===== src/rtl/dbf_pkg.sv =====
// Package dbf_pkg: widths, stage types and arithmetic helpers for the edge filter.
// Assumes 8-bit samples; work width leaves headroom for the widest tap sum.
package dbf_pkg;
    localparam int PW  = 8;          // sample width
    localparam int NS  = 8;          // samples per line
    localparam int LW  = PW * NS;    // line width
    localparam int CW  = 5;          // C1 width
    localparam int TW  = CW + 1;     // tc width
    localparam int SW  = PW + 4;     // signed work width
    localparam int BW  = 3;          // strength code width

    typedef logic [PW-1:0]        pix_t;
    typedef logic signed [SW-1:0] sw_t;

    // first member sits at the MSB, so q3 is the top byte and p3 the bottom
    typedef struct packed {
        pix_t q3, q2, q1, q0, p0, p1, p2, p3;
    } line_t;

    typedef enum logic [1:0] {M_PASS = 2'd0, M_NORM = 2'd1, M_STRONG = 2'd2} mode_t;

    typedef struct packed {
        logic            v;
        line_t           ln;
        logic [BW-1:0]   bs;
        pix_t            alpha;
        pix_t            beta;
        logic [CW-1:0]   c1;
        logic            ch;
    } st1_t;

    typedef struct packed {
        logic            v;
        line_t           ln;
        mode_t           mode;
        logic            ch;
        logic            ap;
        logic            aq;
        logic            bp;
        logic            bq;
        logic [CW-1:0]   c1;
        logic [TW-1:0]   tc;
    } st2_t;

    typedef struct packed {
        sw_t t1;    // x1 + p0 + q0
        sw_t t2;    // x2 + t1
        sw_t s32;   // 2*(x3 + x2)
        sw_t w;     // 2*x1 + x0 + y1
        sw_t n1;    // x2 + ((p0+q0+1)>>1) - 2*x1
    } side_pre_t;

    typedef struct packed {
        st2_t      c;
        sw_t       dr;
        side_pre_t pp;
        side_pre_t pq;
    } st3_t;

    typedef struct packed {
        logic  v;
        line_t ln;
    } st4_t;

    function automatic pix_t absd(pix_t a, pix_t b);
        return (a > b) ? a - b : b - a;
    endfunction

    function automatic sw_t ext(pix_t a);
        return sw_t'({{(SW-PW){1'b0}}, a});
    endfunction

    function automatic pix_t sat(sw_t v);
        if (v < 0)                         return '0;
        else if (v > ext({PW{1'b1}}))      return '1;
        else                               return v[PW-1:0];
    endfunction

    function automatic sw_t clip_s(sw_t v, logic [TW-1:0] lim);
        sw_t l;
        l = sw_t'({{(SW-TW){1'b0}}, lim});
        if (v > l)       return l;
        else if (v < -l) return -l;
        else             return v;
    endfunction

    function automatic pix_t lo(sw_t v);
        return v[PW-1:0];
    endfunction
endpackage


===== src/rtl/dbf_decide.sv =====
// dbf_decide: threshold decision for one line (stage 2 logic).
// Picks pass/normal/strong mode, the per-side flatness flags, the per-side
// strong-filter enables and the clipping bound tc. Purely combinational.
module dbf_decide
    import dbf_pkg::*;
(
    input  line_t          ln,
    input  logic [BW-1:0]  bs,
    input  pix_t           alpha,
    input  pix_t           beta,
    input  logic [CW-1:0]  c1,
    input  logic           ch,
    output mode_t          mode,
    output logic           ap,
    output logic           aq,
    output logic           bp,
    output logic           bq,
    output logic [TW-1:0]  tc
);
    logic           gate;
    logic           near;
    logic [PW:0]    near_lim;

    // gradient gate and per-side flatness tests
    always_comb begin
        gate = (bs != '0) && (absd(ln.p0, ln.q0) < alpha)
            && (absd(ln.p1, ln.p0) < beta) && (absd(ln.q1, ln.q0) < beta);
        ap = absd(ln.p2, ln.p0) < beta;
        aq = absd(ln.q2, ln.q0) < beta;
        near_lim = {1'b0, alpha >> 2} + (PW+1)'(2);
        near = {1'b0, absd(ln.p0, ln.q0)} < near_lim;
    end

    // mode selection; codes 4 and above mean strong
    always_comb begin
        if (!gate)                    mode = M_PASS;
        else if (bs >= BW'(4))        mode = M_STRONG;
        else                          mode = M_NORM;
    end

    // strong full-filter enables are luma-only and per side
    always_comb begin
        bp = !ch && ap && near;
        bq = !ch && aq && near;
    end

    // clipping bound: chroma adds one, luma adds one per flat side
    always_comb begin
        if (ch) tc = {1'b0, c1} + TW'(1);
        else    tc = {1'b0, c1} + TW'(ap) + TW'(aq);
    end
endmodule


===== src/rtl/dbf_side_pre.sv =====
// dbf_side_pre: pre-filter partial sums for one side of the edge (stage 3).
// x0..x3 are the own-side samples from the edge outward, y1 the second
// sample across the edge, pq = p0+q0 shared by both sides. Combinational.
module dbf_side_pre
    import dbf_pkg::*;
(
    input  pix_t       x0,
    input  pix_t       x1,
    input  pix_t       x2,
    input  pix_t       x3,
    input  pix_t       y1,
    input  sw_t        pq,
    output side_pre_t  pre
);
    sw_t half;

    // two-input adder chain; t1 and t2 feed several taps downstream
    always_comb begin
        half    = (pq + sw_t'(1)) >>> 1;
        pre.t1  = ext(x1) + pq;
        pre.t2  = ext(x2) + pre.t1;
        pre.s32 = (ext(x3) + ext(x2)) <<< 1;
        pre.w   = (ext(x1) <<< 1) + ext(x0) + ext(y1);
        pre.n1  = ext(x2) + half - (ext(x1) <<< 1);
    end
endmodule


===== src/rtl/dbf_side_post.sv =====
// dbf_side_post: secondary filter for one side (stage 4).
// Finishes the taps from the shared partial sums and selects the new
// x0..x2. NEG=1 for the far side, where delta is subtracted. Combinational.
module dbf_side_post
    import dbf_pkg::*;
#(
    parameter bit NEG = 1'b0
) (
    input  mode_t          mode,
    input  logic           ch,
    input  logic           big,
    input  logic           flat,
    input  logic [CW-1:0]  c1,
    input  logic [TW-1:0]  tc,
    input  sw_t            dr,
    input  side_pre_t      pre,
    input  pix_t           x0,
    input  pix_t           x1,
    input  pix_t           x2,
    input  pix_t           y1,
    output pix_t           nx0,
    output pix_t           nx1,
    output pix_t           nx2
);
    sw_t d;
    sw_t d1;

    // clipped deltas for the normal filter
    always_comb begin
        d  = clip_s(dr, tc);
        if (NEG) d = -d;
        d1 = clip_s(pre.n1 >>> 1, {1'b0, c1});
    end

    // output select per mode
    always_comb begin
        nx0 = x0;
        nx1 = x1;
        nx2 = x2;
        case (mode)
            M_NORM: begin
                nx0 = sat(ext(x0) + d);
                if (!ch && flat) nx1 = sat(ext(x1) + d1);
            end
            M_STRONG: begin
                if (big) begin
                    nx0 = lo((pre.t2 + pre.t1 + ext(y1) + sw_t'(4)) >>> 3);
                    nx1 = lo((pre.t2 + sw_t'(2)) >>> 2);
                    nx2 = lo((pre.s32 + pre.t2 + sw_t'(4)) >>> 3);
                end else begin
                    nx0 = lo((pre.w + sw_t'(2)) >>> 2);
                end
            end
            default: ;
        endcase
    end
endmodule


===== src/rtl/dbf_edge_pipe.sv =====
// dbf_edge_pipe: five-stage deblocking filter for one edge line per clock.
// Stages: capture, decision, pre-filter, secondary filter, write-back.
// Assumes alpha/beta/C1 come from external tables; no stalls, no backpressure.
module dbf_edge_pipe
    import dbf_pkg::*;
(
    input  logic                clk,
    input  logic                rst_n,
    input  logic                in_valid,
    input  logic [LW-1:0]       in_line,
    input  logic [BW-1:0]       in_bs,
    input  logic [PW-1:0]       in_alpha,
    input  logic [PW-1:0]       in_beta,
    input  logic [CW-1:0]       in_c1,
    input  logic                in_chroma,
    output logic                out_valid,
    output logic [LW-1:0]       out_line
);
    st1_t s1;
    st2_t s2, s2_d;
    st3_t s3;
    st4_t s4, s4_d;
    st4_t s5;

    mode_t         dmode;
    logic          dap, daq, dbp, dbq;
    logic [TW-1:0] dtc;

    // stage 1: capture the incoming line and its parameters
    always_ff @(posedge clk) begin
        if (!rst_n) s1 <= '0;
        else begin
            s1.v     <= in_valid;
            s1.ln    <= line_t'(in_line);
            s1.bs    <= in_bs;
            s1.alpha <= in_alpha;
            s1.beta  <= in_beta;
            s1.c1    <= in_c1;
            s1.ch    <= in_chroma;
        end
    end

    dbf_decide u_dec (
        .ln(s1.ln), .bs(s1.bs), .alpha(s1.alpha), .beta(s1.beta),
        .c1(s1.c1), .ch(s1.ch), .mode(dmode), .ap(dap), .aq(daq),
        .bp(dbp), .bq(dbq), .tc(dtc)
    );

    // stage 2 next-state assembly
    always_comb begin
        s2_d      = '0;
        s2_d.v    = s1.v;
        s2_d.ln   = s1.ln;
        s2_d.mode = dmode;
        s2_d.ch   = s1.ch;
        s2_d.ap   = dap;
        s2_d.aq   = daq;
        s2_d.bp   = dbp;
        s2_d.bq   = dbq;
        s2_d.c1   = s1.c1;
        s2_d.tc   = dtc;
    end

    // stage 2: register the decision
    always_ff @(posedge clk) begin
        if (!rst_n) s2 <= '0;
        else        s2 <= s2_d;
    end

    // stage 3 shared terms
    sw_t       pq_sum;
    sw_t       dr_raw;
    side_pre_t pre_p, pre_q;

    // shared edge sum and raw normal-filter delta
    always_comb begin
        pq_sum = ext(s2.ln.p0) + ext(s2.ln.q0);
        dr_raw = (((ext(s2.ln.q0) - ext(s2.ln.p0)) <<< 2)
                 + ext(s2.ln.p1) - ext(s2.ln.q1) + sw_t'(4)) >>> 3;
    end

    // per-side views of the line for pre and post stages: index 0 = p, 1 = q
    pix_t      ax0 [2], ax1 [2], ax2 [2], ax3 [2], ay1 [2];
    pix_t      bx0 [2], bx1 [2], bx2 [2], by1 [2];
    pix_t      nx0 [2], nx1 [2], nx2 [2];
    side_pre_t pre_a [2];

    // side mapping of stage-2 and stage-3 samples
    always_comb begin
        ax0[0] = s2.ln.p0; ax1[0] = s2.ln.p1; ax2[0] = s2.ln.p2; ax3[0] = s2.ln.p3; ay1[0] = s2.ln.q1;
        ax0[1] = s2.ln.q0; ax1[1] = s2.ln.q1; ax2[1] = s2.ln.q2; ax3[1] = s2.ln.q3; ay1[1] = s2.ln.p1;
        bx0[0] = s3.c.ln.p0; bx1[0] = s3.c.ln.p1; bx2[0] = s3.c.ln.p2; by1[0] = s3.c.ln.q1;
        bx0[1] = s3.c.ln.q0; bx1[1] = s3.c.ln.q1; bx2[1] = s3.c.ln.q2; by1[1] = s3.c.ln.p1;
    end

    for (genvar g = 0; g < 2; g++) begin : g_side
        dbf_side_pre u_pre (
            .x0(ax0[g]), .x1(ax1[g]), .x2(ax2[g]), .x3(ax3[g]), .y1(ay1[g]),
            .pq(pq_sum), .pre(pre_a[g])
        );
        dbf_side_post #(.NEG(g == 1)) u_post (
            .mode(s3.c.mode), .ch(s3.c.ch),
            .big((g == 0) ? s3.c.bp : s3.c.bq),
            .flat((g == 0) ? s3.c.ap : s3.c.aq),
            .c1(s3.c.c1), .tc(s3.c.tc), .dr(s3.dr),
            .pre((g == 0) ? s3.pp : s3.pq),
            .x0(bx0[g]), .x1(bx1[g]), .x2(bx2[g]), .y1(by1[g]),
            .nx0(nx0[g]), .nx1(nx1[g]), .nx2(nx2[g])
        );
    end

    assign pre_p = pre_a[0];
    assign pre_q = pre_a[1];

    // stage 3: register partial sums with the decision
    always_ff @(posedge clk) begin
        if (!rst_n) s3 <= '0;
        else begin
            s3.c  <= s2;
            s3.dr <= dr_raw;
            s3.pp <= pre_p;
            s3.pq <= pre_q;
        end
    end

    // stage 4 next-state: reassemble the line from side results
    always_comb begin
        s4_d       = '0;
        s4_d.v     = s3.c.v;
        s4_d.ln    = s3.c.ln;
        s4_d.ln.p0 = nx0[0];
        s4_d.ln.p1 = nx1[0];
        s4_d.ln.p2 = nx2[0];
        s4_d.ln.q0 = nx0[1];
        s4_d.ln.q1 = nx1[1];
        s4_d.ln.q2 = nx2[1];
    end

    // stage 4: register the filtered line
    always_ff @(posedge clk) begin
        if (!rst_n) s4 <= '0;
        else        s4 <= s4_d;
    end

    // stage 5: write-back register driving the outputs
    always_ff @(posedge clk) begin
        if (!rst_n) s5 <= '0;
        else        s5 <= s4;
    end

    assign out_valid = s5.v;
    assign out_line  = s5.ln;

    // assertions on the port-level contract
    a_r9_latency: assert property (@(posedge clk) disable iff (!rst_n)
        in_valid |-> ##5 out_valid);

    a_r9_outer_kept: assert property (@(posedge clk) disable iff (!rst_n)
        in_valid |-> ##5 (out_line[PW-1:0] == $past(in_line[PW-1:0], 5)
                      && out_line[LW-1:LW-PW] == $past(in_line[LW-1:LW-PW], 5)));

    a_r1_bs0_pass: assert property (@(posedge clk) disable iff (!rst_n)
        (in_valid && in_bs == '0) |-> ##5 (out_line == $past(in_line, 5)));

    a_r8_chroma_outer: assert property (@(posedge clk) disable iff (!rst_n)
        (in_valid && in_chroma) |-> ##5
            (out_line[3*PW-1:0] == $past(in_line[3*PW-1:0], 5)
          && out_line[LW-1:5*PW] == $past(in_line[LW-1:5*PW], 5)));

    a_r4_third_kept: assert property (@(posedge clk) disable iff (!rst_n)
        (in_valid && in_bs != '0 && in_bs < BW'(4)) |-> ##5
            (out_line[2*PW-1:PW] == $past(in_line[2*PW-1:PW], 5)
          && out_line[7*PW-1:6*PW] == $past(in_line[7*PW-1:6*PW], 5)));

    a_r11_reset_clears: assert property (@(posedge clk)
        !rst_n |=> (!out_valid && out_line == '0));
endmodule


===== config.mk =====
export PLATFORM = sky130hd
export DESIGN_NAME = dbf_edge_pipe
export DESIGN_NICKNAME = d
export VERILOG_FILES = /design/src/rtl/dbf_pkg.sv /design/src/rtl/dbf_decide.sv /design/src/rtl/dbf_side_pre.sv /design/src/rtl/dbf_side_post.sv /design/src/rtl/dbf_edge_pipe.sv
export SDC_FILE = /design/constraint.sdc
export NUM_CORES = 1
export LEC_CHECK = 0
export BUFFER_PORTS_ARGS = -buffer_cell sky130_fd_sc_hd__buf_2
export CAP_MARGIN = 10
export CORE_MARGIN = 2
export CORE_UTILIZATION = 26
export DETAILED_ROUTE_END_ITERATION = 8
export GPL_TIMING_DRIVEN = 0
export PLACE_DENSITY = 0.48
export SLEW_MARGIN = 15
export SYNTH_ARGS = -nofsm -noshare
export SYNTH_HDL_FRONTEND = slang
export SYNTH_SLANG_ARGS = --single-unit

===== constraint.sdc =====
create_clock -name clk -period 5.5 [get_ports clk]
set_clock_uncertainty 0.2 [all_clocks]
set_input_delay 1.1 -clock clk [delete_from_list [all_inputs] [get_ports clk]]
set_output_delay 1.1 -clock clk [all_outputs]
set_load 0.05 [all_outputs]

==> flow_summary.yaml <==
run_status:
  status: "complete, no violations"
die:
  start_util_pct: 26.2
  die_y_um: 338
  fp-row-count: 122
  core_sq_um: 111000
  die_x_um: 338
  ios: 157
  die_area_sq_um: 114000
placed_design:
  portBuffers: 156
  place.gp.congestion: 0.916
  place_hpwl_um: 79400
route:
  vias: 22750
  drt-pass1-iter-count: 6
  drt_iter0_markers: 1286
  maxUsedRoutingLayer: "met5"
  wl_met2_um: 45200
  wl_met1_um: 45400
  totalWireLength_um: 98800
  dr_wl_met3_um: 5070
  routed_via_density: 4.60
  avgRoutedWirePerCell_um: 20.0
  antenna_left: 0
  drc: 0
synth:
  synth-xor-area-share_pct: 5.99
  syn_nets: 3708
  synth-adder-area-share_pct: 22.4
  yosys.area_share.simple_pct: 16.7
  synth_edf_count: 0
  synth.largest_area_cell: "dfxtp_1"
  synth_top_area_share_pct: 34.2
  synthMuxAreaShare_pct: 1.76
  ys_ff_latch: 495
  post_synth_num_cell_types: 78
  synth_common_cells: "dfxtp_1 (495), ha_1 (390), and2_1 (289)"
  synth-main-ff-cell: "dfxtp_1"
  syn-cell-area_sq_um: 28900
  seq_area_frac_synth_pct: 34.2
  syn_avg_cell_area_sq_um: 9.20
  synth_top_family_by_area: "adder cells"
  synth_compound_area_share_pct: 14.4
  ys_top_cells_by_area: "dfxtp_1 (34%), ha_1 (17%), and2_1 (6.2%)"
  ys_async_sr_fraction_pct: 0
  yosysWarnings: 0
  synth_cells: 3146
  synth.most_common_cell: "dfxtp_1"
global_routing:
  grt_remaining_overflow: 0
  grt_pass1_vias: 21936
  grt_usage_pct: 17.0
  grt_pass1_wl_um: 143000
  antenna_found_initial: 8
  grt_start_max_net_pins: 15
timing:
  final.setup.tns_ns: 0
  relSlewSlack_pct: 24.8
  period_minus_slack_ns: 5.46
  hold_ws_ns: 0.231
  grt_setup_unrepaired: "yes"
  fin_crit_sh_pct: 99.3
  finalSetupViolations: 0
  finalMaxSlewViolations: 0
  fmax_ghz: 0.183
  worst_pin_slew_ns: 1.13
  final_hold_viol_count: 0
hold_path:
  holdPathEnd: "out_line[27]$_SDFF_PN0_"
  hold_path_depth: 1
  hp-start: "s4[27]$_SDFF_PN0_"
  hold_class: "reg2reg"
setup_path:
  worstSetupStartpointType: "register"
  r2r_slack_ns: 0.04
  critical_path_arrival_ns: 5.78
  worstSetupPathType: "reg2reg"
  worst_ep_required_time_ns: 5.82
  crit_path_end_kind: "register"
  reg2reg_depth: 28
  slowest_stage: "a311oi_4"
  reg2reg_to: "s4[22]$_SDFF_PN0_"
  worstReg2RegStart: "s3[139]$_SDFF_PN0_"
  path_max_fanout: 7
  cpPeakStageDelay_ns: 0.41
pwr:
  irDropWorstVdd_v: 0.000199
  p_leak_nw: 15.4
  p_per_area_nw_per_um2: 355
cts:
  cts-root-buf: "clkbuf_16"
  cts_hold_buf: 0
  h-tree-depth: 2
  cts_buffers: 54
  clock_latency_ns: 0.62
  clk_pin_slew_ns: 0.06
  clock_sinks: 495
  cts_tree: "done"
  clock_path_buffers: 3
finish:
  drive_gt1_share_pct: 13.4
  final_nets: 3972
  n_fill_cell: 11634
  syn_to_final_growth_pct: 19.3
run:
  maxCapViolCount: 0
-- routing by layer --
metal | vias to the layer above | global-route usage [%]
met5 | - | 0
li1 | 11253 | -
met4 | 2 | 4.83
met2 | 602 | 28.2
met1 | 10748 | 23.2
met3 | 145 | 2.13
-- what timing repair did --
| item | CTS | global route |
|---|---|---|
| setup endpoints to repair | 38 | 37 |
| resized for setup | 88 | 86 |
| pin swaps | 28 | 56 |
| buffers inserted | 20 | 33 |
| hold endpoints to repair | 0 | 0 |
-- layout by cell type, fill, tap and decap left out, types with 77 or more instances in the layout --
master / synthesis / final
dfxtp_1: 495 / 489
nor2_1: 265 / 262
nand2_1: 142 / 135
and2_1: 289 / 289
ha_1: 390 / 380
clkbuf_1: 80 / 81
buf_2: 1 / 157
inv_1: 246 / 238
a21oi_1: 211 / 192
fa_1: 80 / 77
o21ai_0: 135 / 119
xnor2_1: 138 / 138
-- logic make-up after synthesis --
group | after synthesis
simple gates | 945
compound gates | 654
flops | 495
fa+ha+maj | 471
buf+inv | 335
xor+xnor | 198
mux | 48
-- area by class of cell --
cell class	count	area [sq um]	area share [%]
multi-input combinational	2316	18400	53.2
clock inverter	28	309	0.895
buffer	86	379	1.10
sequential	495	9920	28.7
inverter	247	950	2.75
clock buffer	71	1510	4.36
tap	1488	1860	5.39
timing repair buffer	210	1210	3.49
antenna	2	5.00	0.0145
-- sequential cells by signal, indices dropped and copies added (netlist names) --
| register | flops |
|---|---|
| bx2 | 16 |
| out_valid | 1 |
| ax3 | 16 |
| s3 | 144 |
| out_line | 64 |
| s1 | 90 |
| s4 | 65 |
| bx1 | 16 |
| s2 | 19 |
| ax1 | 16 |
| bx0 | 16 |
| ax2 | 16 |
| ax0 | 16 |
-- worst max path at each step --
stage          slack (ns)          startpoint  cells past startpoint                end
6_report             0.04  s3[139]$_SDFF_PN0_                     28  s4[22]$_SDFF_PN0_
5_1_grt             -0.12  s3[138]$_SDFF_PN0_                     28  s4[22]$_SDFF_PN0_
2_1_floorplan       0.001  s3[134]$_SDFF_PN0_                     27  s4[32]$_SDFF_PN0_
3_3_place_gp        -1.48  s3[134]$_SDFF_PN0_                     27  s4[33]$_SDFF_PN0_
4_1_cts             0.002  s3[138]$_SDFF_PN0_                     28  s4[46]$_SDFF_PN0_
3_5_place_dp        -1.45  s3[134]$_SDFF_PN0_                     27  s4[33]$_SDFF_PN0_
-- power breakdown --
part,total (W),internal [W],leakage (nW),switching [W]
clock network,0.00373,0.00217,0.864,0.00156
registers,0.00410,0.00381,4.06,0.000284
logic,0.00443,0.00188,10.4,0.00254
total,0.0123,0.00787,15.4,0.00439
-- stage by stage --
step / util, % / instances / instance area, sq um / power, W / setup slack, ns
2_1_floorplan: - / 3146 / 28900 / 0.00691 / 0.00146
3_3_place_gp: 28.6 / 4790 / 31600 / 0.00797 / -1.48
3_5_place_dp: 28.6 / 4791 / 31600 / 0.00799 / -1.45
4_1_cts: 30.7 / 4910 / 33900 / 0.0120 / 0.00162
5_1_grt: 31.2 / 4941 / 34500 / 0.0130 / -0.115
6_report: 31.2 / 4943 / 34500 / 0.0123 / 0.0371
-- critical path, delay by kind of cell (launching register included) --
kind	cells	cell delay, ns
AOI/OAI and AO/OA	14	2.72
and+or+nand+nor	4	0.77
buffers and inverters	7	0.69
adders and majority gates	3	0.60
DFF	1	0.39
Power figures use the tool's default switching activity.
